===== src/rtl/hdlc_evt_pkg.sv =====
package hdlc_evt_pkg;

    localparam int EVW     = 16;
    localparam int B_RXB   = 0;
    localparam int B_TXB   = 1;
    localparam int B_BSY   = 2;
    localparam int B_RXF   = 3;
    localparam int B_TXE   = 4;
    localparam int B_GST   = 5;
    localparam int B_IDL   = 6;
    localparam int B_FLG   = 7;
    localparam int B_CSC   = 8;
    localparam int B_GLT   = 9;
    localparam int NUM_EV  = 10;

    typedef enum logic [1:0] {
        GS_IDLE = 2'd0,
        GS_WAIT = 2'd1,
        GS_DONE = 2'd2
    } gs_state_e;

    typedef enum logic {
        TB_IDLE = 1'b0,
        TB_HOLD = 1'b1
    } tb_state_e;

endpackage


===== src/rtl/hdlc_rx_delay.sv =====
module hdlc_rx_delay #(
    parameter int DLY = 2
) (
    input  logic clk,
    input  logic rst_n,
    input  logic in_p,
    output logic out_p
);

    logic [DLY-1:0] stage_q;

    generate
        if (DLY == 1) begin : g_single
            always_ff @(posedge clk or negedge rst_n) begin
                if (!rst_n) stage_q <= '0;
                else        stage_q <= in_p;
            end
        end else begin : g_chain
            always_ff @(posedge clk or negedge rst_n) begin
                if (!rst_n) stage_q <= '0;
                else        stage_q <= {stage_q[DLY-2:0], in_p};
            end
        end
    endgenerate

    assign out_p = stage_q[DLY-1];

endmodule


===== src/rtl/hdlc_gstop_fsm.sv =====
module hdlc_gstop_fsm
    import hdlc_evt_pkg::*;
(
    input  logic clk,
    input  logic rst_n,
    input  logic cmd_p,
    input  logic frame_busy,
    input  logic frame_end_p,
    output logic done_p,
    output logic busy
);

    gs_state_e state_q, state_d;

    always_ff @(posedge clk or negedge rst_n) begin
        if (!rst_n) state_q <= GS_IDLE;
        else        state_q <= state_d;
    end

    always_comb begin
        state_d = state_q;
        unique case (state_q)
            GS_IDLE: if (cmd_p) state_d = frame_busy ? GS_WAIT : GS_DONE;
            GS_WAIT: if (frame_end_p) state_d = GS_DONE;
            GS_DONE: state_d = GS_IDLE;
            default: state_d = GS_IDLE;
        endcase
    end

    always_comb begin
        done_p = (state_q == GS_DONE);
        busy   = (state_q != GS_IDLE);
    end

endmodule


===== src/rtl/hdlc_txb_qual.sv =====
module hdlc_txb_qual
    import hdlc_evt_pkg::*;
(
    input  logic clk,
    input  logic rst_n,
    input  logic buf_done_p,
    input  logic buf_last,
    input  logic close_start_p,
    output logic set_p
);

    tb_state_e state_q, state_d;

    always_ff @(posedge clk or negedge rst_n) begin
        if (!rst_n) state_q <= TB_IDLE;
        else        state_q <= state_d;
    end

    always_comb begin
        state_d = state_q;
        unique case (state_q)
            TB_IDLE: if (buf_done_p && buf_last) state_d = TB_HOLD;
            TB_HOLD: if (close_start_p && !(buf_done_p && buf_last)) state_d = TB_IDLE;
            default: state_d = TB_IDLE;
        endcase
    end

    always_comb begin
        set_p = (buf_done_p && !buf_last) || ((state_q == TB_HOLD) && close_start_p);
    end

endmodule


===== src/rtl/hdlc_evt_unit.sv =====
module hdlc_evt_unit
    import hdlc_evt_pkg::*;
#(
    parameter int               W        = EVW,
    parameter int               RXF_DLY  = 2,
    parameter logic [EVW-1:0]   IMPL_MSK = 16'h03FF
) (
    input  logic         clk,
    input  logic         rst_n,
    input  logic         tx_glitch_p,
    input  logic         cs_change_p,
    input  logic         flag_change_p,
    input  logic         idle_change_p,
    input  logic         cts_lost_p,
    input  logic         tx_underrun_p,
    input  logic         rx_discard_p,
    input  logic         rx_part_buf_p,
    input  logic         rx_close_done_p,
    input  logic         tx_buf_done_p,
    input  logic         tx_buf_last,
    input  logic         tx_close_start_p,
    input  logic         gstop_cmd_p,
    input  logic         tx_frame_busy,
    input  logic         tx_frame_end_p,
    input  logic         reg_wr,
    input  logic         reg_sel,
    input  logic [W-1:0] reg_wdata,
    output logic [W-1:0] reg_rdata,
    output logic         irq
);

    logic [W-1:0] ev_q;
    logic [W-1:0] mask_q;
    logic [W-1:0] set_vec;
    logic [W-1:0] clr_vec;
    logic         rxf_set;
    logic         txb_set;
    logic         gs_done;
    logic         gs_busy;

    hdlc_rx_delay #(.DLY(RXF_DLY)) rxf_dly_i (
        .clk   (clk),
        .rst_n (rst_n),
        .in_p  (rx_close_done_p),
        .out_p (rxf_set)
    );

    hdlc_txb_qual txb_i (
        .clk           (clk),
        .rst_n         (rst_n),
        .buf_done_p    (tx_buf_done_p),
        .buf_last      (tx_buf_last),
        .close_start_p (tx_close_start_p),
        .set_p         (txb_set)
    );

    hdlc_gstop_fsm gstop_i (
        .clk         (clk),
        .rst_n       (rst_n),
        .cmd_p       (gstop_cmd_p),
        .frame_busy  (tx_frame_busy),
        .frame_end_p (tx_frame_end_p),
        .done_p      (gs_done),
        .busy        (gs_busy)
    );

    always_comb begin
        set_vec        = '0;
        set_vec[B_RXB] = rx_part_buf_p;
        set_vec[B_TXB] = txb_set;
        set_vec[B_BSY] = rx_discard_p;
        set_vec[B_RXF] = rxf_set;
        set_vec[B_TXE] = cts_lost_p | tx_underrun_p;
        set_vec[B_GST] = gs_done;
        set_vec[B_IDL] = idle_change_p;
        set_vec[B_FLG] = flag_change_p;
        set_vec[B_CSC] = cs_change_p;
        set_vec[B_GLT] = tx_glitch_p;
        clr_vec        = (reg_wr && !reg_sel) ? reg_wdata : '0;
    end

    always_ff @(posedge clk or negedge rst_n) begin
        if (!rst_n) begin
            ev_q   <= '0;
            mask_q <= '0;
            irq    <= 1'b0;
        end else begin
            ev_q <= ((ev_q & ~clr_vec) | set_vec) & IMPL_MSK[W-1:0];
            if (reg_wr && reg_sel) mask_q <= reg_wdata;
            irq  <= |(ev_q & mask_q);
        end
    end

    always_comb begin
        reg_rdata = reg_sel ? mask_q : ev_q;
    end

endmodule


===== config.mk =====
export PLATFORM = sky130hd
export DESIGN_NAME = hdlc_evt_unit
export DESIGN_NICKNAME = d
export VERILOG_FILES = /design/src/rtl/hdlc_evt_pkg.sv /design/src/rtl/hdlc_rx_delay.sv /design/src/rtl/hdlc_gstop_fsm.sv /design/src/rtl/hdlc_txb_qual.sv /design/src/rtl/hdlc_evt_unit.sv
export SDC_FILE = /design/constraint.sdc
export NUM_CORES = 1
export LEC_CHECK = 0
export BUFFER_PORTS_ARGS = -buffer_cell sky130_fd_sc_hd__buf_2
export CAP_MARGIN = 20
export CELL_PAD_IN_SITES_DETAIL_PLACEMENT = 0
export CELL_PAD_IN_SITES_GLOBAL_PLACEMENT = 1
export CORE_MARGIN = 3
export CORE_UTILIZATION = 37
export CTS_CLUSTER_SIZE = 25
export DETAILED_ROUTE_END_ITERATION = 7
export GPL_TIMING_DRIVEN = 0
export PLACE_DENSITY_LB_ADDON = 0.15
export REMOVE_ABC_BUFFERS = 1
export SETUP_SLACK_MARGIN = 0.2
export SYNTH_ARGS = -nofsm -noshare
export SYNTH_HDL_FRONTEND = slang
export SYNTH_SLANG_ARGS = --single-unit

===== constraint.sdc =====
create_clock -name clk -period 1.3 [get_ports clk]
set_input_delay 0.26 -clock clk [delete_from_list [all_inputs] [get_ports clk]]
set_output_delay 0.26 -clock clk [all_outputs]
set_load 0.1 [all_outputs]

==> summary.md, run 1 <==
Final layout
• **diodes inserted** 0
• **synthesis-to-finish area growth** 61.2%
• **Post-Layout Cell Count** 228
• **share of layout cells above drive strength 1** 0.621
• **post-layout net count** 217
• **count of filler cells inserted in the layout** 279

Placement
• **number of port buffers** 51
• **post-placement cell count** 200
• **global placer's final weighted congestion** 0.659
• **detailed placement HPWL** 2.10 mm

Critical path
• **Req. time, crit path** 1040 ps
• **RR Startpoint** ev_q[8]
• **reg-to-reg slack, setup** 110 ps
• **endpoint arrival time on the critical path** 1140 ps
• **Max Fanout on Critical Path** 2
• **crit path capture** reg_rdata[0]
• **kind of end point of the critical path** primary output
• **sort of element at the start of the critical path** flop
• **FF-to-FF End** irq
• **worst reg-to-reg path cell count** 4
• **Critical Path Source** ev_q[0]
• **Critical Setup Path Class** flop to primary output

Global route
• **Total GRT Usage** 0.163
• **via count of the first global-routing pass** 1,176
• **antenna violations before repair** 0
• **total grt overflow** 0
• **global-route wire length before repair** 5.35 mm
• **pin count of the biggest net entering global routing** 33

Clock tree
• **clock sinks** 32
• **clock insertion delay at the later pin of the skew report** 280 ps
• **maximum level of the CTS H-tree** 2
• **clock tree buffer depth** 2
• **clock tree from TritonCTS** done
• **CTS buffer count** 5
• **cts-stage hold buffer count** 0
• **Clock transition at path regs** 60 ps
• **clock root buffer** clkbuf_8

STA
• **Tightest Pin Transition** 701 ps
• **Period Utilization, post-route** 1.08
• **unrepaired setup endpoints after global routing** yes
• **final-report hold violation count** 0
• **final max-slew violation count** 0
• **summed negative setup slack over all endpoints** -799 ps
• **relative slew slack** 0.533
• **shortest period the worst path allows** 1400 ps
• **FMAX** 712 MHz
• **final count of negative-setup-slack endpoints** 10
• **PnR worst setup slack** -104 ps
• **final worst clock skew** 2.17 ps

Power
• **switching share of power** 0.353
• **Comb pwr share** 0.395
• **Pleak** 1.06 nW
• **PwrDens** 1390 nW/um^2
• **Clock power frac** 0.225
• **IR Drop Worst-Case VDD** 0.000754 V
• **P_int** 0.00201 W
• **power dissipated by switching net loads** 0.00110 W
• **sequential power share** 0.379

Worst hold path
• **min-delay worst type** primary input to asynchronous set/reset pin

Synthesis
• **Syn. warnings** 0
• **gate count of the mapped netlist** 107
• **proportion of synthesized chip area in sequential cells** 0.575
• **count of unique library cells instantiated by Yosys** 22
• **synthesized area per cell** 13.0 um^2
• **dominant synthesized flop cell** dfrtp_1
• **netlist area before placement** 1390 um^2
• **flops & latches, synth** 32
• **number of enable-type register cells in the synthesized netlist** 0
• **share of synthesized flip-flops with an asynchronous set or reset** 1.00

Drt
• **via count of the routed design** 1,128
• **Detailed Route WL** 3.36 mm
• **post-route DRC violation count** 0
• **length of routed wiring on met1** 1.44 mm
• **remaining antenna violation count** 0
• **number of detailed-route iterations in the first pass** 4
• **routed length on met2** 1.66 mm
• **iteration-0 DRC count of the detailed router** 25
• **WL met3** 215 um
• **vias per cell** 4.95
• **Highest Signal Layer** met4
• **wire length per cell after detailed routing** 14.7 um

Die
• **area of the die** 4540 um^2
• **vertical die dimension** 67.4 um
• **placeable core region** 3470 um^2
• **Top Ports** 52
• **effective utilization at floorplan** 0.402
• **Die Span X** 67.4 um
• **standard-cell row count** 21

Run
• **MaxCap Viol Count** 0

Status
• **outcome** finished, violations left
• **failing checks** negative setup slack

==> registers in the layout, summed over array words and instances, names as in the netlist <==
name / count
gstop_i.state_q: 2
mask_q: 16
ev_q: 10
irq: 1
txb_i.state_q: 1
rxf_dly_i.stage_q: 2
==> stage by stage <==
step | utilization | total power (W) | cell area (um^2) | hold slack, ps | setup WS, ps
after floorplan | - | 0.00186 | 1360 | -35.6 | -18.7
after global placement | 0.483 | 0.00203 | 1680 | 336 | -459
after detailed placement | 0.483 | 0.00204 | 1680 | 338 | -498
after CTS | 0.627 | 0.00310 | 2180 | 49.8 | -94.8
after global routing | 0.648 | 0.00325 | 2250 | 80.3 | -138
final | 0.648 | 0.00312 | 2250 | 29.5 | -104
==> cell families after synthesis <==
family	synth area share
AND/OR/NAND/NOR	0.0898
buffers and inverters	0.0278
multiplexers	0.210
AO/OA/AOI/OAI	0.0978
flip-flops	0.575
==> worst max-delay path: stages, from the launching register on <==
cell and delay (ps):
dfrtp_1 400, mux2_4 300, buf_12 170
==> cells in the final DEF, fill, tap and decap left out, drive strengths merged, types with 2 or more instances in the layout <==
master and instances:
a22oi 3, buf 72, a22o 2, and2 6, inv 2, nand2 12, clkbuf 6, mux2 26
dfrtp 32, a21o 7, nor2b 3, nor2 2
==> what timing repair did <==
| item | in CTS | in global routing |
|---|---|---|
| endpoints found under the setup margin | 44 | 41 |
| buffers inserted | 15 | 6 |
| gates cloned | 0 | 0 |
| pin swaps | 0 | 3 |
| resized for setup | 85 | 6 |
==> layout make-up <==
class	count	area (um^2)	area share
sequential	32	801	0.356
timing repair buffer	72	678	0.302
multi-input combinational	69	626	0.278
clock buffer	6	72.6	0.0323
tap	46	57.6	0.0256
inverter	2	7.51	0.00334
clock inverter	1	5.00	0.00223
==> layer usage <==
layer | up-vias | track usage
met1 | 557 | 0.193
met4 | 0 | 0.0684
li1 | 525 | -
met5 | - | 0
met3 | 7 | 0.0466
met2 | 39 | 0.277
==> worst min path at each step <==
| stage | from | end | slack (ps) | depth (start not counted) |
|---|---|---|---|---|
| floorplan | rst_n | ev_q[0] | -40 | 0 |
| global placement | rst_n | mask_q[14] | 340 | 1 |
| global route | rst_n | mask_q[13] | 80 | 1 |
| detailed placement | rxf_dly_i.stage_q[0] | rxf_dly_i.stage_q[1] | 340 | 0 |
| finish | rst_n | mask_q[14] | 30 | 1 |
| CTS | rst_n | mask_q[13] | 50 | 1 |
==> cells in the mapped netlist (all sizes together), types with 2 or more instances <==
cell / number / share of area
dfrtp: 32 / 0.57
and2: 6 / 0.027
inv: 2 / 0.0054
a21o: 7 / 0.038
nor2: 2 / 0.0054
buf: 4 / 0.022
a22oi: 3 / 0.016
mux2: 26 / 0.21
nand2: 12 / 0.034
nor2b: 3 / 0.013
a22o: 2 / 0.013
==> power groups by stage <==
stage	logic [W]	clock network [W]	registers, W
2_1_floorplan	0.000678	0	0.00118
3_3_place_gp	0.000833	0	0.00119
3_5_place_dp	0.000845	0	0.00120
4_1_cts	0.00121	0.000718	0.00118
5_1_grt	0.00129	0.000764	0.00120
6_report	0.00123	0.000702	0.00118
(Power assumes the default switching activity.)
==> inputs of run 2 (changes only) <==
--- a/config.mk
+++ b/config.mk
@@ -16,7 +16,6 @@
 export GPL_TIMING_DRIVEN = 0
 export PLACE_DENSITY_LB_ADDON = 0.15
 export REMOVE_ABC_BUFFERS = 1
-export SETUP_SLACK_MARGIN = 0.2
 export SYNTH_ARGS = -nofsm -noshare
 export SYNTH_HDL_FRONTEND = slang
 export SYNTH_SLANG_ARGS = --single-unit
==> run 2 against run 1 <==
The run still ends with negative setup slack left; count of clock-buffer cells in the layout unchanged; sequential power hardly changed; critical path depth stayed put; flip-flop and latch count unchanged; clock power about the same; combinational power decreased by 7%; final area fell by 6.3%; non-clock buffer count down 5; die area did not move; global-route usage decreased by 0.42 points; register-to-register slack lost 70 ps; worst setup slack worse by 4.0 ps; critical endpoint unchanged.
==> summary.md, run 2 (synthesis results as in run 1) <==
Placement
• **global placer's final weighted congestion** 0.659
• **post-place instance area** 1680 um^2
• **detailed placement HPWL** 2.10 mm
• **worst slack at placement** -498 ps
• **number of port buffers** 51

Drt
• **iteration-0 DRC count of the detailed router** 19
• **remaining antenna violation count** 0
• **via count of the routed design** 1,111
• **number of detailed-route iterations in the first pass** 4
• **post-route DRC violation count** 0
• **vias per cell** 4.98
• **Detailed Route WL** 3.39 mm
• **wire length per cell after detailed routing** 15.2 um

Clock tree
• **clock sinks** 32
• **clock insertion delay at the later pin of the skew report** 270 ps
• **clock tree from TritonCTS** done
• **clock root buffer** clkbuf_8
• **Clock transition at path regs** 60 ps
• **maximum level of the CTS H-tree** 2
• **clock tree buffer depth** 2
• **CTS buffer count** 5

STA
• **Period Utilization, post-route** 1.08
• **final max-slew violation count** 0
• **unrepaired setup endpoints after global routing** yes
• **final count of negative-setup-slack endpoints** 10
• **final-report hold violation count** 0
• **shortest period the worst path allows** 1410 ps
• **FMAX** 710 MHz
• **Tightest Pin Transition** 704 ps
• **final worst clock skew** 1.11 ps
• **summed negative setup slack over all endpoints** -786 ps
• **WHS** 28.3 ps
• **relative slew slack** 0.530
• **PnR worst setup slack** -108 ps

Final layout
• **final design area excluding fillers** 2110 um^2
• **commonest cells after routing, fill and taps aside** buf_2, dfrtp_1, buf_4
• **count of filler cells inserted in the layout** 293
• **leading cell type in the layout, fill and taps excluded** buf_2
• **post-layout net count** 212
• **share of layout cells above drive strength 1** 0.571
• **Layout Utilization** 0.607
• **diodes inserted** 0
• **largest registers ranked by flip-flop count** mask_q (16), ev_q (10)
• **synthesis-to-finish area growth** 51.1%
• **Reg with most FFs** mask_q
• **number of flip-flops in the largest register** 16

Die
• **Die Span X** 67.4 um
• **area of the die** 4540 um^2
• **Top Ports** 52
• **vertical die dimension** 67.4 um
• **placeable core region** 3470 um^2
• **standard-cell row count** 21
• **effective utilization at floorplan** 0.402

Run
• **MaxCap Viol Count** 0

Global route
• **global-route wire length before repair** 5.22 mm
• **pin count of the biggest net entering global routing** 33
• **total grt overflow** 0
• **via count of the first global-routing pass** 1,147
• **antenna violations before repair** 0
• **Total GRT Usage** 0.159

Critical path
• **Critical Path Source** ev_q[0]
• **FF-to-FF End** irq
• **worst reg-to-reg path cell count** 4
• **Req. time, crit path** 1040 ps
• **Max Fanout on Critical Path** 3
• **RR Startpoint** mask_q[8]
• **sort of element at the start of the critical path** flop
• **Critical Setup Path Class** flop to primary output
• **crit path capture** reg_rdata[0]
• **kind of end point of the critical path** primary output
• **endpoint arrival time on the critical path** 1150 ps
• **reg-to-reg slack, setup** 40 ps

Status
• **outcome** finished, violations left
• **failing checks** negative setup slack

Power
• **IR Drop Worst-Case VDD** 0.000742 V
• **PwrDens** 1440 nW/um^2
• **Pleak** 0.993 nW

Worst hold path
• **min-delay worst type** primary input to asynchronous set/reset pin

[run 2: metal layers]
metal  global-route usage  vias up  share of wire
li1                     -      517              -
met1                0.192      540           0.44
met2                0.264       45           0.48
met3               0.0466        9          0.067
met4               0.0684        0          0.017
met5                    0        -              0
[run 2: through the flow]
| step | cells | total power [W] |
|---|---|---|
| after floorplan | 103 | 0.00186 |
| after global placement | 200 | 0.00203 |
| after detailed placement | 200 | 0.00204 |
| after CTS | 221 | 0.00301 |
| after global routing | 223 | 0.00316 |
| final | 223 | 0.00303 |
[run 2: report_power, final]
part | internal [W] | switching (W)
Combinational | 0.000474 | 0.000678
Sequential | 0.00111 | 0.0000660
Clock | 0.000363 | 0.000336
[run 2: timing repair]
item                       CTS  global route
gates resized for setup     54            11
pin swaps                    0             0
setup buffers               14             2
gates cloned                 0             0
setup endpoints to repair   26            18
hold buffers                 0             0
[run 2: final cells by class]
type | count | area (um^2) | share of cell area
clock buffer | 6 | 72.6 | 0.0345
multi-input combinational | 69 | 594 | 0.282
inverter | 2 | 7.51 | 0.00357
tap | 46 | 57.6 | 0.0273
sequential | 32 | 801 | 0.380
timing repair buffer | 67 | 568 | 0.270
clock inverter | 1 | 5.00 | 0.00238
[run 2: how the worst min path moves through the flow]
stage                      endpoint  slack, ps                  from  cells past startpoint
3_5_place_dp   rxf_dly_i.stage_q[1]        340  rxf_dly_i.stage_q[0]                      0
6_report                 mask_q[14]         30                 rst_n                      1
3_3_place_gp             mask_q[14]        340                 rst_n                      1
2_1_floorplan               ev_q[0]        -40                 rst_n                      0
4_1_cts                  mask_q[13]         50                 rst_n                      1
5_1_grt                  mask_q[15]         80                 rst_n                      1
[run 2: critical path, stage by stage (launching register included)]
cell and delay (ps):
dfrtp_1 400, mux2_4 300, buf_12 170
